`config.mk`:
```
export PLATFORM = sky130hd
export DESIGN_NAME = asram_ctrl
export DESIGN_NICKNAME = d
export VERILOG_FILES = /design/src/rtl/asram_pkg.sv /design/src/rtl/asram_wait.sv /design/src/rtl/asram_lane_merge.sv /design/src/rtl/asram_ctrl.sv
export SDC_FILE = /design/constraint.sdc
export NUM_CORES = 1
export LEC_CHECK = 0
export BUFFER_PORTS_ARGS = -buffer_cell sky130_fd_sc_hd__clkbuf_2
export CAP_MARGIN = 20
export CORE_ASPECT_RATIO = 1.2
export CORE_UTILIZATION = 50
export CTS_CLUSTER_SIZE = 28
export DETAILED_ROUTE_END_ITERATION = 12
export GPL_TIMING_DRIVEN = 0
export PLACE_DENSITY = 0.85
export SLEW_MARGIN = 40
export SYNTH_ARGS = -nofsm -noshare
export SYNTH_HDL_FRONTEND = slang
export SYNTH_HIERARCHICAL = 1
export SYNTH_SLANG_ARGS = --single-unit
```
`constraint.sdc`:
```
create_clock -name clk -period 3.2 [get_ports clk]
set_clock_uncertainty 0.2 [all_clocks]
set_input_delay 0.32 -clock clk [delete_from_list [all_inputs] [get_ports clk]]
set_output_delay 0.32 -clock clk [all_outputs]
set_load 0.05 [all_outputs]
```
`src/rtl/asram_pkg.sv`:
```
package asram_pkg;

  typedef enum logic [2:0] {
    S_IDLE, S_RD, S_RTURN, S_WSET, S_WPUL, S_WHOLD
  } seq_t;

  localparam int WM_WE = 0;
  localparam int WM_CE = 1;
  localparam int WM_BE = 2;

  typedef struct packed {
    logic ce_n;
    logic we_n;
    logic oe_n;
    logic gate;   // lanes follow the mask
    logic dq_oe;
  } strb_t;

  // nanoseconds to whole cycles, rounding up, never below one
  function automatic int ns2cyc(int ns, int clk_ns);
    int c;
    c = (ns + clk_ns - 1) / clk_ns;
    if (c < 1) c = 1;
    return c;
  endfunction

  function automatic int cnt_bits(int n);
    return (n < 2) ? 1 : $clog2(n);
  endfunction

  function automatic strb_t strobe_of(seq_t s, int mode);
    strb_t r;
    r = '{ce_n: 1'b1, we_n: 1'b1, oe_n: 1'b1, gate: 1'b0, dq_oe: 1'b0};
    case (s)
      S_RD: begin
        r.ce_n = 1'b0;
        r.oe_n = 1'b0;
        r.gate = 1'b1;
      end
      S_WPUL: begin
        r.ce_n  = 1'b0;
        r.we_n  = 1'b0;
        r.gate  = 1'b1;
        r.dq_oe = 1'b1;
      end
      S_WSET, S_WHOLD: begin
        r.dq_oe = 1'b1;
        if (mode == WM_CE) begin
          r.we_n = 1'b0;
          r.gate = 1'b1;
        end else if (mode == WM_BE) begin
          r.ce_n = 1'b0;
          r.we_n = 1'b0;
        end else begin
          r.ce_n = 1'b0;
          r.gate = 1'b1;
        end
      end
      default: ;
    endcase
    return r;
  endfunction

endpackage

```
`src/rtl/asram_wait.sv`:
```
module asram_wait #(
  parameter int W = 2
) (
  input  logic         clk,
  input  logic         rst,
  input  logic         load,
  input  logic [W-1:0] load_val,
  output logic         zero
);
  logic [W-1:0] cnt;

  always_ff @(posedge clk) begin
    if (rst)             cnt <= '0;
    else if (load)       cnt <= load_val;
    else if (cnt != '0)  cnt <= cnt - 1'b1;
  end

  assign zero = (cnt == '0);


  cnt_step_chk: assert property (@(posedge clk) disable iff (rst)
    (!load && !zero) |=> (cnt == $past(cnt) - 1'b1));
endmodule

```
`src/rtl/asram_lane_merge.sv`:
```
module asram_lane_merge #(
  parameter int LANES = 2
) (
  input  logic [LANES*8-1:0] din,
  input  logic [LANES-1:0]   mask,
  output logic [LANES*8-1:0] dout
);
  for (genvar l = 0; l < LANES; l++) begin : g_lane
    assign dout[l*8 +: 8] = mask[l] ? din[l*8 +: 8] : 8'h00;
  end
endmodule

```
`src/rtl/asram_ctrl.sv`:
```
module asram_ctrl
  import asram_pkg::*;
#(
  parameter int ADDR_W    = 18,
  parameter int DATA_W    = 16,
  parameter int CLK_NS    = 20,
  parameter int T_AA_NS   = 45,
  parameter int T_PWE_NS  = 35,
  parameter int T_HZOE_NS = 15,
  parameter int WMODE     = WM_WE
) (
  input  logic                clk,
  input  logic                rst,
  input  logic                req,
  input  logic                req_we,
  input  logic [ADDR_W-1:0]   req_addr,
  input  logic [DATA_W-1:0]   req_wdata,
  input  logic [DATA_W/8-1:0] req_mask,
  output logic                ready,
  output logic                done,
  output logic [DATA_W-1:0]   rdata,
  output logic                mem_ce_n,
  output logic                mem_we_n,
  output logic                mem_oe_n,
  output logic [DATA_W/8-1:0] mem_be_n,
  output logic [ADDR_W-1:0]   mem_addr,
  output logic [DATA_W-1:0]   mem_dq_o,
  input  logic [DATA_W-1:0]   mem_dq_i,
  output logic                mem_dq_oe
);
  localparam int LANES    = DATA_W / 8;
  localparam int RD_CYC   = ns2cyc(T_AA_NS, CLK_NS);
  localparam int WR_CYC   = ns2cyc(T_PWE_NS, CLK_NS);
  localparam int TURN_CYC = ns2cyc(T_HZOE_NS, CLK_NS);
  localparam int MAXC     = (RD_CYC > WR_CYC) ?
                            ((RD_CYC > TURN_CYC) ? RD_CYC : TURN_CYC) :
                            ((WR_CYC > TURN_CYC) ? WR_CYC : TURN_CYC);
  localparam int CW       = cnt_bits(MAXC);
  localparam logic [CW-1:0] RD_LD   = CW'(RD_CYC - 1);
  localparam logic [CW-1:0] WR_LD   = CW'(WR_CYC - 1);
  localparam logic [CW-1:0] TURN_LD = CW'(TURN_CYC - 1);
  localparam int HZ_W     = cnt_bits(TURN_CYC + 1);

  seq_t st, st_n;
  logic cnt_load, cnt_zero;
  logic [CW-1:0] cnt_val;
  strb_t strb_n;
  logic [LANES-1:0]  mask_q, mask_n;
  logic [DATA_W-1:0] rd_merged;

  // named events
  logic accept, rd_last, wr_last;
  assign accept  = (st == S_IDLE) && req;
  assign rd_last = (st == S_RD) && cnt_zero;
  assign wr_last = (st == S_WHOLD);

  asram_wait #(.W(CW)) u_wait (
    .clk(clk), .rst(rst), .load(cnt_load), .load_val(cnt_val), .zero(cnt_zero)
  );

  asram_lane_merge #(.LANES(LANES)) u_merge (
    .din(mem_dq_i), .mask(mask_q), .dout(rd_merged)
  );

  always_comb begin
    st_n     = st;
    cnt_load = 1'b0;
    cnt_val  = '0;
    case (st)
      S_IDLE: if (req) begin
        if (req_we) st_n = S_WSET;
        else begin
          st_n = S_RD; cnt_load = 1'b1; cnt_val = RD_LD;
        end
      end
      S_RD: if (cnt_zero) begin
        st_n = S_RTURN; cnt_load = 1'b1; cnt_val = TURN_LD;
      end
      S_RTURN: if (cnt_zero) st_n = S_IDLE;
      S_WSET: begin
        st_n = S_WPUL; cnt_load = 1'b1; cnt_val = WR_LD;
      end
      S_WPUL:  if (cnt_zero) st_n = S_WHOLD;
      S_WHOLD: st_n = S_IDLE;
      default: st_n = S_IDLE;
    endcase
  end

  assign strb_n = strobe_of(st_n, WMODE);
  assign mask_n = accept ? req_mask : mask_q;

  always_ff @(posedge clk) begin
    if (rst) begin
      st        <= S_IDLE;
      mem_ce_n  <= 1'b1;
      mem_we_n  <= 1'b1;
      mem_oe_n  <= 1'b1;
      mem_be_n  <= '1;
      mem_dq_oe <= 1'b0;
      mem_addr  <= '0;
      mem_dq_o  <= '0;
      mask_q    <= '0;
      done      <= 1'b0;
      rdata     <= '0;
    end else begin
      st        <= st_n;
      mem_ce_n  <= strb_n.ce_n;
      mem_we_n  <= strb_n.we_n;
      mem_oe_n  <= strb_n.oe_n;
      mem_be_n  <= strb_n.gate ? ~mask_n : '1;
      mem_dq_oe <= strb_n.dq_oe;
      mask_q    <= mask_n;
      if (accept) begin
        mem_addr <= req_addr;
        mem_dq_o <= req_wdata;
      end
      done <= rd_last || wr_last;
      if (rd_last) rdata <= rd_merged;
    end
  end

  assign ready = (st == S_IDLE);

  // cycles since output enable was last low, saturating at the turnaround
  logic [HZ_W-1:0] hz_cnt;
  always_ff @(posedge clk) begin
    if (rst)                           hz_cnt <= HZ_W'(TURN_CYC);
    else if (!mem_oe_n)                hz_cnt <= '0;
    else if (hz_cnt < HZ_W'(TURN_CYC)) hz_cnt <= hz_cnt + 1'b1;
  end


  oe_we_excl_chk: assert property (@(posedge clk) disable iff (rst)
    !(!mem_oe_n && !mem_we_n));

  dq_drive_chk: assert property (@(posedge clk) disable iff (rst)
    mem_dq_oe |-> mem_oe_n);

  hz_gap_chk: assert property (@(posedge clk) disable iff (rst)
    $rose(mem_dq_oe) |-> (hz_cnt == HZ_W'(TURN_CYC)));

  done_pulse_chk: assert property (@(posedge clk) disable iff (rst)
    done |=> !done);

  busy_ignore_chk: assert property (@(posedge clk) disable iff (rst)
    (!ready && req) |=> $stable(mem_addr) && $stable(mem_dq_o));

  if (WMODE == WM_WE) begin : g_we_chk

    wr_hold_chk: assert property (@(posedge clk) disable iff (rst)
      ($rose(mem_we_n) && mem_dq_oe) |->
        ($stable(mem_addr) && $stable(mem_dq_o) && $stable(mem_be_n)));
  end
endmodule

```
Yosys cells after proc, flatten, opt, wreduce, memory -nomap -nowiden. Cells that the tools add are included.

$add $sub $neg: 1. Eq/ne operators: 9. Muxes and demuxes: 23. Bitwise operators: 2. Reduce and logical (&&, ||, !) cells: 10.

Operators with widths (number): 8-bit 2-to-1 mux (2); 3-bit one-hot mux with 5 select lines (1); 3-bit equality test (second input constant) (4); 2-bit 2-to-1 mux (6); 3-bit 2-to-1 mux (4); 3-bit by 2-bit equality test with 1-bit output (second input constant) (3); 1-bit 2-to-1 mux (8); 3-bit by 1-bit equality test with 1-bit output (second input constant) (2); 2-bit one-hot mux with 2 select lines (1); 2-bit nonzero test (2); 4-bit OR reduction (1); 3-bit zero test (1); 1-bit one-hot mux with 3 select lines (1); 3-bit OR reduction (1); 1-bit logical AND (2); 2-bit zero test (1); 2-bit inverter (1); 2-bit OR reduction (1); 2-bit by 1-bit subtractor with 2-bit output (second input constant) (1); 1-bit logical OR (1); 1-bit inverter (1).

Register bits: 64. Input port bits: 56. Word-level logic and storage cells: 57.

Logic depth before layout (Yosys ltp).
Depth in word-level cells: 8. Mapped depth: 8.

Modules after synthesis. Netlist, hierarchy kept.

By module, submodules not included: asram_ctrl (instances 1, cells an instance 274, area an instance 2259.7 um2); asram_wait (instances 1, cells an instance 12, area an instance 121.4 um2); asram_lane_merge (instances 1, cells an instance 16, area an instance 100.1 um2).

Least setup slack after synthesis. No wires, ideal clock.

Path kind: register to output. Start point: reg st[2]. End point: out ready. Arrival time: 1612 ps. Path slack: 1068 ps. Cell stages (with the launch flop): 3. Cells stage by stage: dfxtp_1 > buf_2 > nor3_1.

Word-level cells in the longest chain between the ends: 1.

Ends and longest elaborated chain: start: declaration (line asram_ctrl.sv:44) `seq_t st, st_n;`; start signal: assignment (line asram_ctrl.sv:106) `st <= st_n;`; 3-bit zero test (line asram_ctrl.sv:122) `assign ready = (st == S_IDLE);`; end: declaration (line asram_ctrl.sv:19) `output logic ready,`.

No other way between the ends.

Final worst setup path.
Start point: reg u_wait.cnt[0]. End point: reg u_wait.cnt[1].

Word-level cells in the longest chain between the ends: 4. Elaborated cells between the ends (all ways): 8.

Ends and longest elaborated chain: start: declaration (line asram_wait.sv:10) `logic [W-1:0] cnt;`; start signal: assignment (line asram_wait.sv:14) `else if (load) cnt <= load_val;`; start signal: assignment (line asram_wait.sv:15) `else if (cnt != '0) cnt <= cnt - 1'b1;`; 2-bit zero test (*) (line asram_wait.sv:18) `assign zero = (cnt == '0);`; named net cnt_zero (line asram_ctrl.sv:45) `logic cnt_load, cnt_zero;`; 1-bit 2-to-1 mux (*) (line asram_ctrl.sv:76) `S_RD: if (cnt_zero) begin`; 1-bit one-hot mux with 3 select lines (*) (line asram_ctrl.sv:69) `case (st)`; named net cnt_load (line asram_ctrl.sv:45); 2-bit 2-to-1 mux / 2-bit nonzero test (equally long branches).

The timed path passes the listed nets; every way through them passes the cells marked *. The select of a mux whose other input is x is not followed. A chain may end at the register's enable or synchronous reset.

==> results.json <==
{
  "outcome": "completed",
  "endpoint_kind": "flip-flop",
  "power.total_uw": 2615,
  "drcViolationCount": 0,
  "ios": 114,
  "hp-class": "primary input to flip-flop",
  "netlist_area_mm2": 0.002481,
  "drive_above_1_share_pct": 33.87,
  "worst-path-max-fanout": 8,
  "ys_warn_count": 6,
  "fp.dieH_um": 79.17,
  "critPathMaxStageDelay_ns": 0.40,
  "syn_nets": 359,
  "cts_buffers": 9,
  "cap_violations": 0,
  "drtPass1Iterations": 4,
  "critical_path_required_ns": 3.23,
  "die_w_um": 66.31,
  "grt_pass1_wl_mm": 9.942,
  "antenna_found_initial": 0,
  "pwr_density_cell_mw_per_mm2": 784.8,
  "synthFlopType": "dfxtp_1",
  "cts_tree": "done",
  "fin_util_pct": 71.47,
  "ctsHtreeMaxLevel": 3,
  "hold_viol": 0,
  "fin_crit_ns": 2.192,
  "grt_max_degree": 11,
  "path_buf_inv": 3,
  "postCtsSetupRepairBufs": 0,
  "ys_seq_area_share_pct": 51.64,
  "crit_family": "simple AND/OR/NAND/NOR gates",
  "slew_viol_final": 0,
  "grt_overflow": 0,
  "dp_slack_ns": 1.077,
  "synth-async-reset-ratio_pct": 0,
  "start_util_pct": 53.22,
  "ant_nets": 0,
  "fmax_mhz": 456.2,
  "dp_hpwl_mm": 4.315,
  "tightest_slew_ns": 0.5609,
  "path_clk_slew_ns": 0.06,
  "place.gp.congestion": 0.7862,
  "diodes": 0,
  "clk_latency_ns": 0.32,
  "viasPerCell": 4.986,
  "cts_buffer_depth": 2,
  "path_class": "flip-flop to flip-flop",
  "p_leak_uw": 0.001533,
  "vdd_drop_max_uv": 458.6,
  "n_fill_cell": 392,
  "slew_headroom_pct": 62.45,
  "fin_setup_tns_ns": 0,
  "port_buffers": 113,
  "num_rows": 27,
  "track_usage_pct": 24.48,
  "wl_per_cell_um": 12.27,
  "crit_slowest_cell": "or3_1",
  "initialDrtViolationCount": 121,
  "rsz0062_at_grt": "no",
  "worstPathArrival_ns": 2.22,
  "worst_slack_ns": 1.008,
  "start_kind": "flip-flop",
  "final_nets": 487,
  "first_global_vias": 2345,
  "drt_wl_total_mm": 6.035,
  "cp_common_cell": "buf_2",
  "synthCells": 302,
  "fin_crit_sh_pct": 68.50,
  "fp.coreArea_mm2": 0.004662,
  "ys_ff_latch": 64,
  "setup_violations": 0,
  "avgSynthCellArea_um2": 8.216,
  "cts.sinks": 64,
  "vias": 2453,
  "yosys.cell_types.count": 35,
  "cts_root_buf": "clkbuf_8",
  "area_growth_syn_to_layout_pct": 34.29,
  "synth_edf_count": 0,
  "path_cells": "inv_1, ha_1, buf_2, nor4bb_1, buf_2, or3_1, o41ai_2",
  "die_area_mm2": 0.005249
}
-- through the flow --
stage / cells / cell area [um^2] / hold WS, ns
3_5_place_dp: 473 / 3119 / 0.2454
3_3_place_gp: 473 / 3119 / 0.2404
2_1_floorplan: 302 / 2481 / 0.2219
6_report: 492 / 3332 / 0.009212
4_1_cts: 492 / 3332 / 0.0004441
5_1_grt: 492 / 3332 / 0.009120
-- placed cells by master (no fill, tap or decap), drive strengths merged, types with 2 or more instances in the layout --
master / netlist / routed
mux2: 2 / 2
clkinv: 0 / 2
nor2b: 3 / 3
nand3b: 3 / 3
inv: 2 / 2
nor3: 2 / 2
buf: 14 / 14
nor2: 5 / 5
nor4b: 3 / 3
a21oi: 53 / 53
dfxtp: 64 / 64
or2: 2 / 2
nand2b: 2 / 2
clkbuf: 8 / 133
nand2: 105 / 105
dlygate4sd3: 0 / 4
a221o: 2 / 2
and2: 16 / 16
-- worst min-delay path, stage by stage --
cell and delay (ns):
clkbuf_2 0.08, nand2_1 0.04, a21oi_1 0.05
-- metal layers --
layer / vias to the layer above / track usage, % / routed length, um
met5: - / 0 / 0
met4: 0 / 12.98 / 120
met3: 10 / 4.741 / 314
met2: 81 / 42.86 / 3048
met1: 1106 / 27.45 / 2552
li1: 1256 / - / -
-- path summary, 6_finish.rpt --
| kind | from | endpoint | slack, ns | depth (start not counted) |
|---|---|---|---|---|
| worst max-delay path | u_wait/cnt[0] | u_wait/cnt[1] | 1.01 | 7 |
| worst min-delay path | req_addr[16] | mem_addr[16] | 0.009 | 3 |
| worst min register to register | mem_addr[11] | mem_addr[11] | 0.25 | 2 |
| worst max register to register | u_wait/cnt[0] | u_wait/cnt[1] | 1.01 | 7 |
-- area by class of cell --
cell class                      count  area, um^2  share of cell area [%]
Timing Repair Buffer              117       605.6                   18.17
Inverter                            2       7.507                  0.2253
Sequential cell                    64        1281                   38.45
Buffer                             22       102.6                   3.079
Tap cell                           58       72.57                   2.178
Multi-Input combinational cell    214        1090                   32.71
Clock buffer                       12       155.1                   4.656
Clock inverter                      3       17.52                  0.5257
-- cell usage after synthesis (3+ instances only) --
cell type  instances  area [um^2]
and2_1            16        100.1
a21oi_1           53        265.3
nor2b_1            3        18.77
nor2_1             5        18.77
dfxtp_1           64         1281
nand2_1          105        394.1
nand3b_1           3        22.52
buf_2             13        65.06
clkbuf_1           8        30.03
-- state kept, by name (all words and copies together) (netlist names) --
name and count:
rdata 16, st 3, mem_be_n 2, mask_q 2
done 1, mem_dq_o 16, mem_addr 18, mem_we_n 1
u_wait/cnt 2, mem_dq_oe 1, mem_oe_n 1, mem_ce_n 1
-- cell families after synthesis --
group	share of synthesized area, %
AOI/OAI and AO/OA	13.72
xor gates and xnor gates	0.3531
adders and majority gates	0.5042
buffers and inverters	4.438
DFF	51.64
muxes	1.311
and+or+nand+nor	28.04
-- power by group --
part | internal [uW] | total (uW) | leakage [uW] | switching [uW]
Sequential | 911 | 978 | 0.000523 | 66.3
Combinational | 290 | 1030 | 0.000922 | 742
Clock | 317 | 605 | 0.0000882 | 288
Total | 1520 | 2610 | 0.00153 | 1100
-- repair_timing --
| action | 4_1_cts | 5_1_grt |
|---|---|---|
| resized for setup | 0 | 0 |
| hold buffers | 4 | 0 |
| hold endpoints to repair | 4 | 0 |
| setup endpoints to repair | 0 | 0 |
No activity file was read; power rests on OpenSTA's default activity.
